## src/rtl/ppwm_pkg.sv

```systemverilog
// Shared constants, register layout and configuration type for the
// prescaled PWM channel. Assumes one clock domain for every user.
package ppwm_pkg;

    localparam int DUTY_W    = 9;
    localparam int SHORT_W   = 6;
    localparam int EXP_W     = 3;
    localparam int PSEL_W    = 2;
    localparam int TSEL_W    = 2;
    localparam int NUM_TICKS = 3;
    localparam int ADDR_W    = 3;
    localparam int DATA_W    = 8;
    localparam int PRE_CNT_W = 3;

    // Field positions inside the write data byte
    localparam int BIT_WIDE   = 2;
    localparam int BIT_OUTEN  = 7;
    localparam int BIT_SRCSW  = 1;
    localparam int BIT_GLITCH = 0;
    localparam int BIT_SYNC   = 0;
    localparam int EXP_LSB    = 2;

    typedef enum logic [ADDR_W-1:0] {
        A_CLK  = 3'd0,
        A_DIV  = 3'd1,
        A_DLO  = 3'd2,
        A_DHI  = 3'd3,
        A_CTRL = 3'd4,
        A_SYNC = 3'd5
    } ppwm_addr_e;

    typedef struct packed {
        logic [TSEL_W-1:0] tick_sel;
        logic              wide;
        logic [PSEL_W-1:0] pre_sel;
        logic [EXP_W-1:0]  exp_sel;
        logic              glitch_free;
        logic              src_sw;
        logic              out_en;
    } ppwm_cfg_t;

    // Terminal count of the predivider (ratio minus one) per code
    function automatic logic [PRE_CNT_W-1:0] pre_limit(input logic [PSEL_W-1:0] code);
        case (code)
            2'd0:    pre_limit = 3'd0;
            2'd1:    pre_limit = 3'd2;
            2'd2:    pre_limit = 3'd4;
            default: pre_limit = 3'd5;
        endcase
    endfunction

endpackage

```

## src/rtl/ppwm_regs.sv

```systemverilog
// Configuration register file with staged and committed software duty.
// Assumes writes are single-cycle strobes; there is no read path.
module ppwm_regs
    import ppwm_pkg::*;
#(
    parameter int P_DUTY_W = DUTY_W,
    parameter int P_DATA_W = DATA_W,
    parameter int P_ADDR_W = ADDR_W
) (
    input  logic                clk,
    input  logic                rst_n,
    input  logic                wr_en,
    input  logic [P_ADDR_W-1:0] wr_addr,
    input  logic [P_DATA_W-1:0] wr_data,
    output ppwm_cfg_t           cfg,
    output logic [P_DUTY_W-1:0] sw_duty
);
    localparam int HI_W = P_DUTY_W - P_DATA_W;

    logic [P_DUTY_W-1:0] staged_q;
    logic                sync_cmd;

    assign sync_cmd = wr_en && (wr_addr == A_SYNC) && wr_data[BIT_SYNC];

    // Capture configuration fields and staged duty on register writes
    always_ff @(posedge clk) begin
        if (!rst_n) begin
            cfg      <= '0;
            staged_q <= '0;
        end else if (wr_en) begin
            case (wr_addr)
                A_CLK: begin
                    cfg.tick_sel <= wr_data[TSEL_W-1:0];
                    cfg.wide     <= wr_data[BIT_WIDE];
                end
                A_DIV: begin
                    cfg.pre_sel <= wr_data[PSEL_W-1:0];
                    cfg.exp_sel <= wr_data[EXP_LSB +: EXP_W];
                end
                A_DLO:   staged_q[P_DATA_W-1:0] <= wr_data;
                A_DHI:   staged_q[P_DUTY_W-1:P_DATA_W] <= wr_data[HI_W-1:0];
                A_CTRL: begin
                    cfg.out_en      <= wr_data[BIT_OUTEN];
                    cfg.src_sw      <= wr_data[BIT_SRCSW];
                    cfg.glitch_free <= wr_data[BIT_GLITCH];
                end
                default: ;
            endcase
        end
    end

    // Commit the staged duty only when a sync command arrives
    always_ff @(posedge clk) begin
        if (!rst_n)
            sw_duty <= '0;
        else if (sync_cmd)
            sw_duty <= staged_q;
    end

endmodule

```

## src/rtl/ppwm_prescaler.sv

```systemverilog
// Reference tick selection, fixed-ratio predivider and 2^e divider.
// Produces a one-clock step strobe. Counters wrap with >= so that a
// smaller ratio written mid-count cannot strand them above the limit.
module ppwm_prescaler
    import ppwm_pkg::*;
#(
    parameter int P_TICKS  = NUM_TICKS,
    parameter int P_TSEL_W = TSEL_W,
    parameter int P_PSEL_W = PSEL_W,
    parameter int P_EXP_W  = EXP_W
) (
    input  logic                clk,
    input  logic                rst_n,
    input  logic [P_TICKS-1:0]  ref_tick,
    input  logic [P_TSEL_W-1:0] tick_sel,
    input  logic [P_PSEL_W-1:0] pre_sel,
    input  logic [P_EXP_W-1:0]  exp_sel,
    output logic                step
);
    localparam int XCNT_W = (1 << P_EXP_W) - 1;

    logic                 sel_tick;
    logic [PRE_CNT_W-1:0] pre_cnt;
    logic [PRE_CNT_W-1:0] pre_lim;
    logic                 pre_pulse;
    logic [XCNT_W-1:0]    x_cnt;
    logic [XCNT_W-1:0]    x_lim;

    // Pick the chosen reference tick; unused codes give no tick
    always_comb begin
        sel_tick = 1'b0;
        for (int i = 0; i < P_TICKS; i++)
            if (tick_sel == P_TSEL_W'(i))
                sel_tick = ref_tick[i];
    end

    assign pre_lim   = pre_limit(pre_sel);
    assign pre_pulse = sel_tick && (pre_cnt >= pre_lim);
    assign x_lim     = ~({XCNT_W{1'b1}} << exp_sel);
    assign step      = pre_pulse && (x_cnt >= x_lim);

    // Predivider: count selected ticks up to the ratio
    always_ff @(posedge clk) begin
        if (!rst_n)
            pre_cnt <= '0;
        else if (sel_tick)
            pre_cnt <= pre_pulse ? '0 : pre_cnt + 1'b1;
    end

    // Exponent divider: count predivided ticks up to 2^e
    always_ff @(posedge clk) begin
        if (!rst_n)
            x_cnt <= '0;
        else if (pre_pulse)
            x_cnt <= step ? '0 : x_cnt + 1'b1;
    end

endmodule

```

## src/rtl/ppwm_counter.sv

```systemverilog
// Period counter, active-duty holder and output comparator.
// Assumes req_duty is stable for the clock in which it is captured.
module ppwm_counter
    import ppwm_pkg::*;
#(
    parameter int P_DUTY_W  = DUTY_W,
    parameter int P_SHORT_W = SHORT_W
) (
    input  logic                clk,
    input  logic                rst_n,
    input  logic                step,
    input  logic                wide,
    input  logic                glitch_free,
    input  logic                out_en,
    input  logic [P_DUTY_W-1:0] req_duty,
    output logic [P_DUTY_W-1:0] cnt,
    output logic [P_DUTY_W-1:0] active_duty,
    output logic                period_end,
    output logic                pwm_out
);
    localparam logic [P_DUTY_W-1:0] MAX_LONG  = P_DUTY_W'((1 << P_DUTY_W) - 1);
    localparam logic [P_DUTY_W-1:0] MAX_SHORT = P_DUTY_W'((1 << P_SHORT_W) - 1);

    logic [P_DUTY_W-1:0] cnt_max;

    assign cnt_max    = wide ? MAX_LONG : MAX_SHORT;
    assign period_end = step && (cnt >= cnt_max);
    assign pwm_out    = out_en && (cnt < active_duty);

    // Advance the period counter once per prescaled step
    always_ff @(posedge clk) begin
        if (!rst_n)
            cnt <= '0;
        else if (step)
            cnt <= period_end ? '0 : cnt + 1'b1;
    end

    // Load the duty immediately, or only at a period end when glitch-free
    always_ff @(posedge clk) begin
        if (!rst_n)
            active_duty <= '0;
        else if (!glitch_free || period_end)
            active_duty <= req_duty;
    end

endmodule

```

## src/rtl/prescaled_pwm_gen.sv

```systemverilog
// Top of the prescaled PWM channel: registers, prescaler, period
// counter and duty source selection. Single clock, synchronous reset.
module prescaled_pwm_gen
    import ppwm_pkg::*;
#(
    parameter int P_TICKS  = NUM_TICKS,
    parameter int P_DUTY_W = DUTY_W,
    parameter int P_ADDR_W = ADDR_W,
    parameter int P_DATA_W = DATA_W
) (
    input  logic                clk,
    input  logic                rst_n,
    input  logic [P_TICKS-1:0]  ref_tick,
    input  logic                wr_en,
    input  logic [P_ADDR_W-1:0] wr_addr,
    input  logic [P_DATA_W-1:0] wr_data,
    input  logic [P_DUTY_W-1:0] pat_duty,
    output logic                pwm_out,
    output logic                period_end
);
    ppwm_cfg_t           cfg;
    logic [P_DUTY_W-1:0] sw_duty;
    logic [P_DUTY_W-1:0] req_duty;
    logic [P_DUTY_W-1:0] cnt;
    logic [P_DUTY_W-1:0] active_duty;
    logic                step;

    ppwm_regs #(
        .P_DUTY_W (P_DUTY_W),
        .P_DATA_W (P_DATA_W),
        .P_ADDR_W (P_ADDR_W)
    ) u_regs (
        .clk     (clk),
        .rst_n   (rst_n),
        .wr_en   (wr_en),
        .wr_addr (wr_addr),
        .wr_data (wr_data),
        .cfg     (cfg),
        .sw_duty (sw_duty)
    );

    ppwm_prescaler #(
        .P_TICKS  (P_TICKS),
        .P_TSEL_W (TSEL_W),
        .P_PSEL_W (PSEL_W),
        .P_EXP_W  (EXP_W)
    ) u_presc (
        .clk      (clk),
        .rst_n    (rst_n),
        .ref_tick (ref_tick),
        .tick_sel (cfg.tick_sel),
        .pre_sel  (cfg.pre_sel),
        .exp_sel  (cfg.exp_sel),
        .step     (step)
    );

    // Duty source: committed software value or ramp-pattern input
    assign req_duty = cfg.src_sw ? sw_duty : pat_duty;

    ppwm_counter #(
        .P_DUTY_W  (P_DUTY_W),
        .P_SHORT_W (SHORT_W)
    ) u_cnt (
        .clk         (clk),
        .rst_n       (rst_n),
        .step        (step),
        .wide        (cfg.wide),
        .glitch_free (cfg.glitch_free),
        .out_en      (cfg.out_en),
        .req_duty    (req_duty),
        .cnt         (cnt),
        .active_duty (active_duty),
        .period_end  (period_end),
        .pwm_out     (pwm_out)
    );

endmodule

```

## config.mk

```make
export PLATFORM = sky130hd
export DESIGN_NAME = prescaled_pwm_gen
export DESIGN_NICKNAME = d
export VERILOG_FILES = /design/src/rtl/ppwm_pkg.sv /design/src/rtl/ppwm_regs.sv /design/src/rtl/ppwm_prescaler.sv /design/src/rtl/ppwm_counter.sv /design/src/rtl/prescaled_pwm_gen.sv
export SDC_FILE = /design/constraint.sdc
export NUM_CORES = 1
export LEC_CHECK = 0
export BUFFER_PORTS_ARGS = -buffer_cell sky130_fd_sc_hd__buf_2
export CORE_MARGIN = 3
export CORE_UTILIZATION = 42
export DETAILED_ROUTE_END_ITERATION = 7
export SYNTH_ARGS = -nofsm -noshare
export SYNTH_HDL_FRONTEND = slang
export SYNTH_HIERARCHICAL = 1
export SYNTH_SLANG_ARGS = --single-unit
export TNS_END_PERCENT = 10
```

## constraint.sdc

```tcl
create_clock -name clk -period 8.9 [get_ports clk]
set_clock_uncertainty 0.1 [all_clocks]
set_input_delay 0.89 -clock clk [delete_from_list [all_inputs] [get_ports clk]]
set_output_delay 0.89 -clock clk [all_outputs]
set_load 0.02 [all_outputs]
```

Word-level counts from Yosys, hierarchy flattened. Cells that the tools add are included.

Register bits: 57. Bits of input ports: 26.

Add/subtract/negate cells: 3. Magnitude comparators: 4. Equality and inequality tests: 9. Shifts and indexed selects: 1. Muxes and demuxes: 9. Bitwise gates (word level): 1. Reduce and logical (&&, ||, !) cells: 16.

Operators with widths (count): two-way mux 9 bit (3); AND reduction 2 bit (5); adder 9 x 1 -> 9 bit, second input constant (1); >= comparator 9 bit (1); < comparator 9 bit (1); case mux 3 bit (3 select lines) (1); adder 7 x 1 -> 7 bit, second input constant (1); >= comparator 7 bit (1); two-way mux 7 bit (1); NOT 7 bit (1); << shifter 7 x 3 -> 7 bit, first input constant (1); equality test 3 x 2 -> 1 bit, second input constant (2); equality test 3 bit, second input constant (2); logical AND 1 bit (6); equality test 2 x 1 -> 1 bit, second input constant (2); equality test 2 bit, second input constant (2); zero test 2 bit (2); adder 3 x 1 -> 3 bit, second input constant (1); equality test 3 x 1 -> 1 bit, second input constant (1); >= comparator 3 bit (1); zero test 3 bit (1); two-way mux 1 bit (3); two-way mux 3 bit (1); zero test 1 bit (1); logical OR 1 bit (1).

Depth between registers and ports, before layout.
Depth in word-level cells: 8. Depth in mapped cells: 14.

By module. The synthesis kept the hierarchy.

Modules (own cells, without submodules): ppwm_regs (instances 1, cells each 111, area each 1161.1 um^2, seq. area each 580.6 um^2); ppwm_counter (instances 1, cells each 120, area each 1058.5 um^2, seq. area each 360.3 um^2); ppwm_prescaler (instances 1, cells each 97, area each 815.8 um^2, seq. area each 200.2 um^2); prescaled_pwm_gen (instances 1, cells each 10, area each 146.4 um^2, seq. area each 0.0 um^2).

Least setup slack after synthesis. OpenSTA, ideal clock, no wires.

Path type: input to output. Start point: in ref_tick[1]. End point: out period_end. Arrival: 2524 ps. Data required time: 7910 ps. Slack: 5386 ps. Stages: 10. Path buffers: 3. Cell sequence: mux2i_1 > o21a_1 > or3_1 > buf_2 > buf_6 > nor2b_1 > buf_4 > and4_4 > o2111ai_4 > nand2_1.

Cells in the longest elaborated chain, start to end: 5.

RTL lines: start: declaration (line prescaled_pwm_gen.sv:13) `input logic [P_TICKS-1:0] ref_tick,`; two-way mux 1 bit (2 in a row) (line ppwm_prescaler.sv:33) `if (tick_sel == P_TSEL_W'(i))`; logical AND 1 bit (line ppwm_prescaler.sv:38) `assign pre_pulse = sel_tick && (pre_cnt >= pre_lim);`; logical AND 1 bit (line ppwm_prescaler.sv:40) `assign step = pre_pulse && (x_cnt >= x_lim);`; net step (line prescaled_pwm_gen.sv:26) `logic step;`; logical AND 1 bit (line ppwm_counter.sv:27) `assign period_end = step && (cnt >= cnt_max);`; end: declaration (line prescaled_pwm_gen.sv:19) `output logic period_end`.

The timed path passes the listed nets, and every way through them passes these cells.

Worst setup path after layout.
Start point: reg u_regs/cfg[4] (netlist name). End point: out period_end.

Cells in the longest elaborated chain, start to end: 5.

RTL lines: << shifter 7 x 3 -> 7 bit (line ppwm_prescaler.sv:39) `assign x_lim = ~({XCNT_W{1'b1}} << exp_sel);`; NOT 7 bit (line ppwm_prescaler.sv:39); >= comparator 7 bit (line ppwm_prescaler.sv:40); logical AND 1 bit (line ppwm_prescaler.sv:40); net step (line prescaled_pwm_gen.sv:26); logical AND 1 bit (line ppwm_counter.sv:27).

The timed path passes the listed nets, and every way through them passes these cells.

==> metrics.log <==
INFO  metric run_status = complete, no violations
INFO  metric netlist_area = 3180 um2
INFO  metric clk_transition_reported_paths = 0.07 ns
INFO  metric wl_per_cell = 12.8 um
INFO  metric setup_tns = 0 ns
INFO  metric criticalPathCategory = register to primary output
INFO  metric clkPwrFrac = 0.489
INFO  metric most-common-layout-cells = 57 x dfxtp_1, 52 x nand2_1, 31 x mux2i_1
INFO  metric p_sw = 0.000137 W
INFO  metric mostFrequentLayoutCell = dfxtp_1
INFO  metric register_share_of_total_power = 0.432
INFO  metric clk-insertion-delay-late = 0.33 ns
INFO  metric first_global_vias = 2270
INFO  metric post-route-min-period = 4.18 ns
INFO  metric preCtsSetupSlack = 4.78 ns
INFO  metric global_placer_s_final_weighted_congestion = 0.762
INFO  metric timing.critical_path.arrival = 3.19 ns
INFO  metric syn2layout_area_growth = 13.3%
INFO  metric chipHeight = 93.0 um
INFO  metric layout.nets = 412
INFO  metric cts_hold_buf = 0
INFO  metric ys_warn_count = 6
INFO  metric dp_hpwl = 4300 um
INFO  metric cap_viol_max_count = 0
INFO  metric cp_max_fo = 13
INFO  metric cts_tree = done
INFO  metric fin_util = 0.494
INFO  metric number_of_gates_resized_after_cts = 0
INFO  metric port-buffer-count = 27
INFO  metric synth.avg_cell_area = 9.41 um2
INFO  metric cts.sink_count = 57
INFO  metric hold_path.class = register to register
INFO  metric combinationalPowerShare = 0.079
INFO  metric synth_enable_flop_cells = 0
INFO  metric grt-ovfl-total = 0
INFO  metric initial_core_utilization = 0.436
INFO  metric globalRouteTotalUtil = 0.148
INFO  metric grt_first_pass_wirelength = 10200 um
INFO  metric yosys_register_bits = 57
INFO  metric synth_ff_type = dfxtp_1
INFO  metric ys_types = 50
INFO  metric cp_data_required_time = 7.91 ns
INFO  metric cts_setup_buffers = 0
INFO  metric floorplan.die_area = 8660 um2
INFO  metric final.setup.worst_slack = 4.72 ns
INFO  metric tritoncts.num_buffers = 9
INFO  metric htree_num_levels = 3
INFO  metric switching_share = 0.223
INFO  metric number_of_endpoints_with_negative_hold_slack_in_the_final_report = 0
INFO  metric mapped_nets = 388
INFO  metric synth_seq_area_share = 0.359
INFO  metric power_density = 171 nW/um2
INFO  metric fp.dieW = 93.0 um
INFO  metric leakage = 1.44 nW
INFO  metric internal-power = 0.000478 W
INFO  metric synth_cells = 338
INFO  metric grt_start_max_net_pins = 72
INFO  metric num_io_pins = 28
INFO  metric coreArea = 7290 um2
INFO  metric initialDrtViolationCount = 93
INFO  metric cts.path.max_buffers = 2
INFO  metric layout-drive-gt1-share = 0.188
INFO  metric average_via_count_per_standard_cell = 5.04
INFO  metric routed-via-count = 2349
INFO  metric maxSlewViolCount = 0
INFO  metric cts_root_buffer = clkbuf_8
INFO  metric synth-async-reset-ratio = 0
INFO  metric antenna_found_initial = 0
INFO  metric min_period_over_period = 0.470
INFO  metric final_setup_fails = 0
INFO  metric timing_worst_slew_pin_value = 0.681 ns
INFO  metric detail_route.wirelength = 5980 um
INFO  metric final_antenna_net_count = 0
INFO  metric diodes = 0
INFO  metric drc_violations_left = 0
INFO  metric ir_worst_vdd = 90.3 uV
INFO  metric worst_slew_margin_rel = 0.544
INFO  metric multi_input_area = 1870 um2
INFO  metric crit_path_start_kind = register
INFO  metric worst_setup_path_end_kind = primary output
INFO  metric max_clock_freq = 0.239 GHz
INFO  metric fillerInstances = 733
INFO  metric layout.area.seq = 1140 um2
INFO  metric dr.pass1.iters = 4
INFO  metric rows = 31
INFO  metric setup_repair_after_global_routing_missed_its_margin = false
==> synthesized netlist by cell type, drive strengths merged, types with 2 or more instances <==
| master | number | share of area |
|---|---|---|
| a211o | 2 | 0.0055 |
| a211oi | 4 | 0.0094 |
| a21boi | 3 | 0.0071 |
| a21o | 2 | 0.0047 |
| a21oi | 4 | 0.0063 |
| and2 | 2 | 0.0039 |
| and3 | 3 | 0.0075 |
| and4bb | 2 | 0.0079 |
| buf | 13 | 0.032 |
| clkbuf | 4 | 0.0047 |
| dfxtp | 57 | 0.36 |
| ha | 24 | 0.094 |
| inv | 16 | 0.019 |
| mux2 | 9 | 0.042 |
| mux2i | 31 | 0.098 |
| nand2 | 52 | 0.061 |
| nand2b | 3 | 0.0059 |
| nand3 | 17 | 0.030 |
| nand3b | 5 | 0.012 |
| nand4 | 3 | 0.0059 |
| nor2 | 8 | 0.0094 |
| nor2b | 17 | 0.033 |
| nor4 | 5 | 0.012 |
| o2111ai | 2 | 0.011 |
| o21a | 7 | 0.017 |
| o21ai | 16 | 0.028 |
| o2bb2ai | 5 | 0.014 |
| or2 | 2 | 0.0039 |
| or3 | 4 | 0.0079 |
| xnor2 | 2 | 0.0055 |
| xor2 | 5 | 0.014 |
==> cell families (layout without fill, tap and decap cells) <==
kind of cell    after synthesis  count (layout)  share of synthesized area
buf+inv                      33              62                     0.0558
flops                        57              57                      0.359
simple gates                128             128                      0.219
mux                          40              40                      0.140
fa+ha+maj                    24              24                     0.0944
xor+xnor                      7               7                     0.0193
compound gates               49              49                      0.112
==> power by group through the flow <==
stage / sequential, W / combinational [W] / clock, W
detailed placement: 0.000272 / 0.0000488 / 0
global route: 0.000267 / 0.0000545 / 0.000322
global placement: 0.000272 / 0.0000476 / 0
finish: 0.000266 / 0.0000486 / 0.000301
floorplan: 0.000270 / 0.0000369 / 0
CTS: 0.000266 / 0.0000491 / 0.000310
==> worst max-delay path, cell delays in order, from the launching register on <==
cell       delay, ns
dfxtp_1         0.36
or3_1           0.39
ha_1            0.27
nand2b_1        0.09
a2111oi_0       0.08
o21ai_0         0.17
buf_4           0.20
nor2b_1         0.47
and4_4          0.38
o2111ai_4       0.14
nand2_1         0.14
buf_2           0.17
==> stage by stage <==
step	cell area, um2	hold slack [ns]	instances	power (W)
final	3600	0.364	466	0.000616
after global placement	3350	0.346	450	0.000319
after global routing	3600	0.385	466	0.000643
after CTS	3600	0.365	466	0.000626
after detailed placement	3350	0.354	450	0.000321
after floorplan	3180	0.338	338	0.000307
==> area by class of cell <==
type / instances / area share
well taps: 99 / 0.0344
clock buffers: 10 / 0.0382
flip-flops and latches: 57 / 0.317
multi-input cells: 248 / 0.519
repair buffers: 30 / 0.0437
clock inverters: 6 / 0.0319
inverters: 16 / 0.0167
==> layer usage <==
metal	global-route usage	up-vias	share of wire
met1	0.193	1075	0.50
met3	0.0442	4	0.036
met2	0.233	34	0.45
met4	0.0537	0	0.0089
met5	0	-	0
li1	-	1236	-
==> registers in the layout, indices dropped and copies added (netlist names) <==
register,cells
u_regs/cfg,11
u_regs/sw_duty,9
u_regs/staged_q,9
u_cnt/active_duty,9
u_cnt/cnt,9
u_presc/pre_cnt,3
u_presc/x_cnt,7
==> final timing paths <==
| kind | end | cells after the start | from | slack, ns |
|---|---|---|---|---|
| hold / removal | u_cnt/active_duty[3] | 2 | u_cnt/active_duty[3] | 0.36 |
| hold reg to reg | u_cnt/active_duty[3] | 2 | u_cnt/active_duty[3] | 0.36 |
| setup reg to reg | u_cnt/active_duty[0] | 11 | u_regs/cfg[4] | 5.71 |
| setup / recovery | period_end | 11 | u_regs/cfg[4] | 4.72 |
Note: power is estimated with default switching activity, not from simulation.
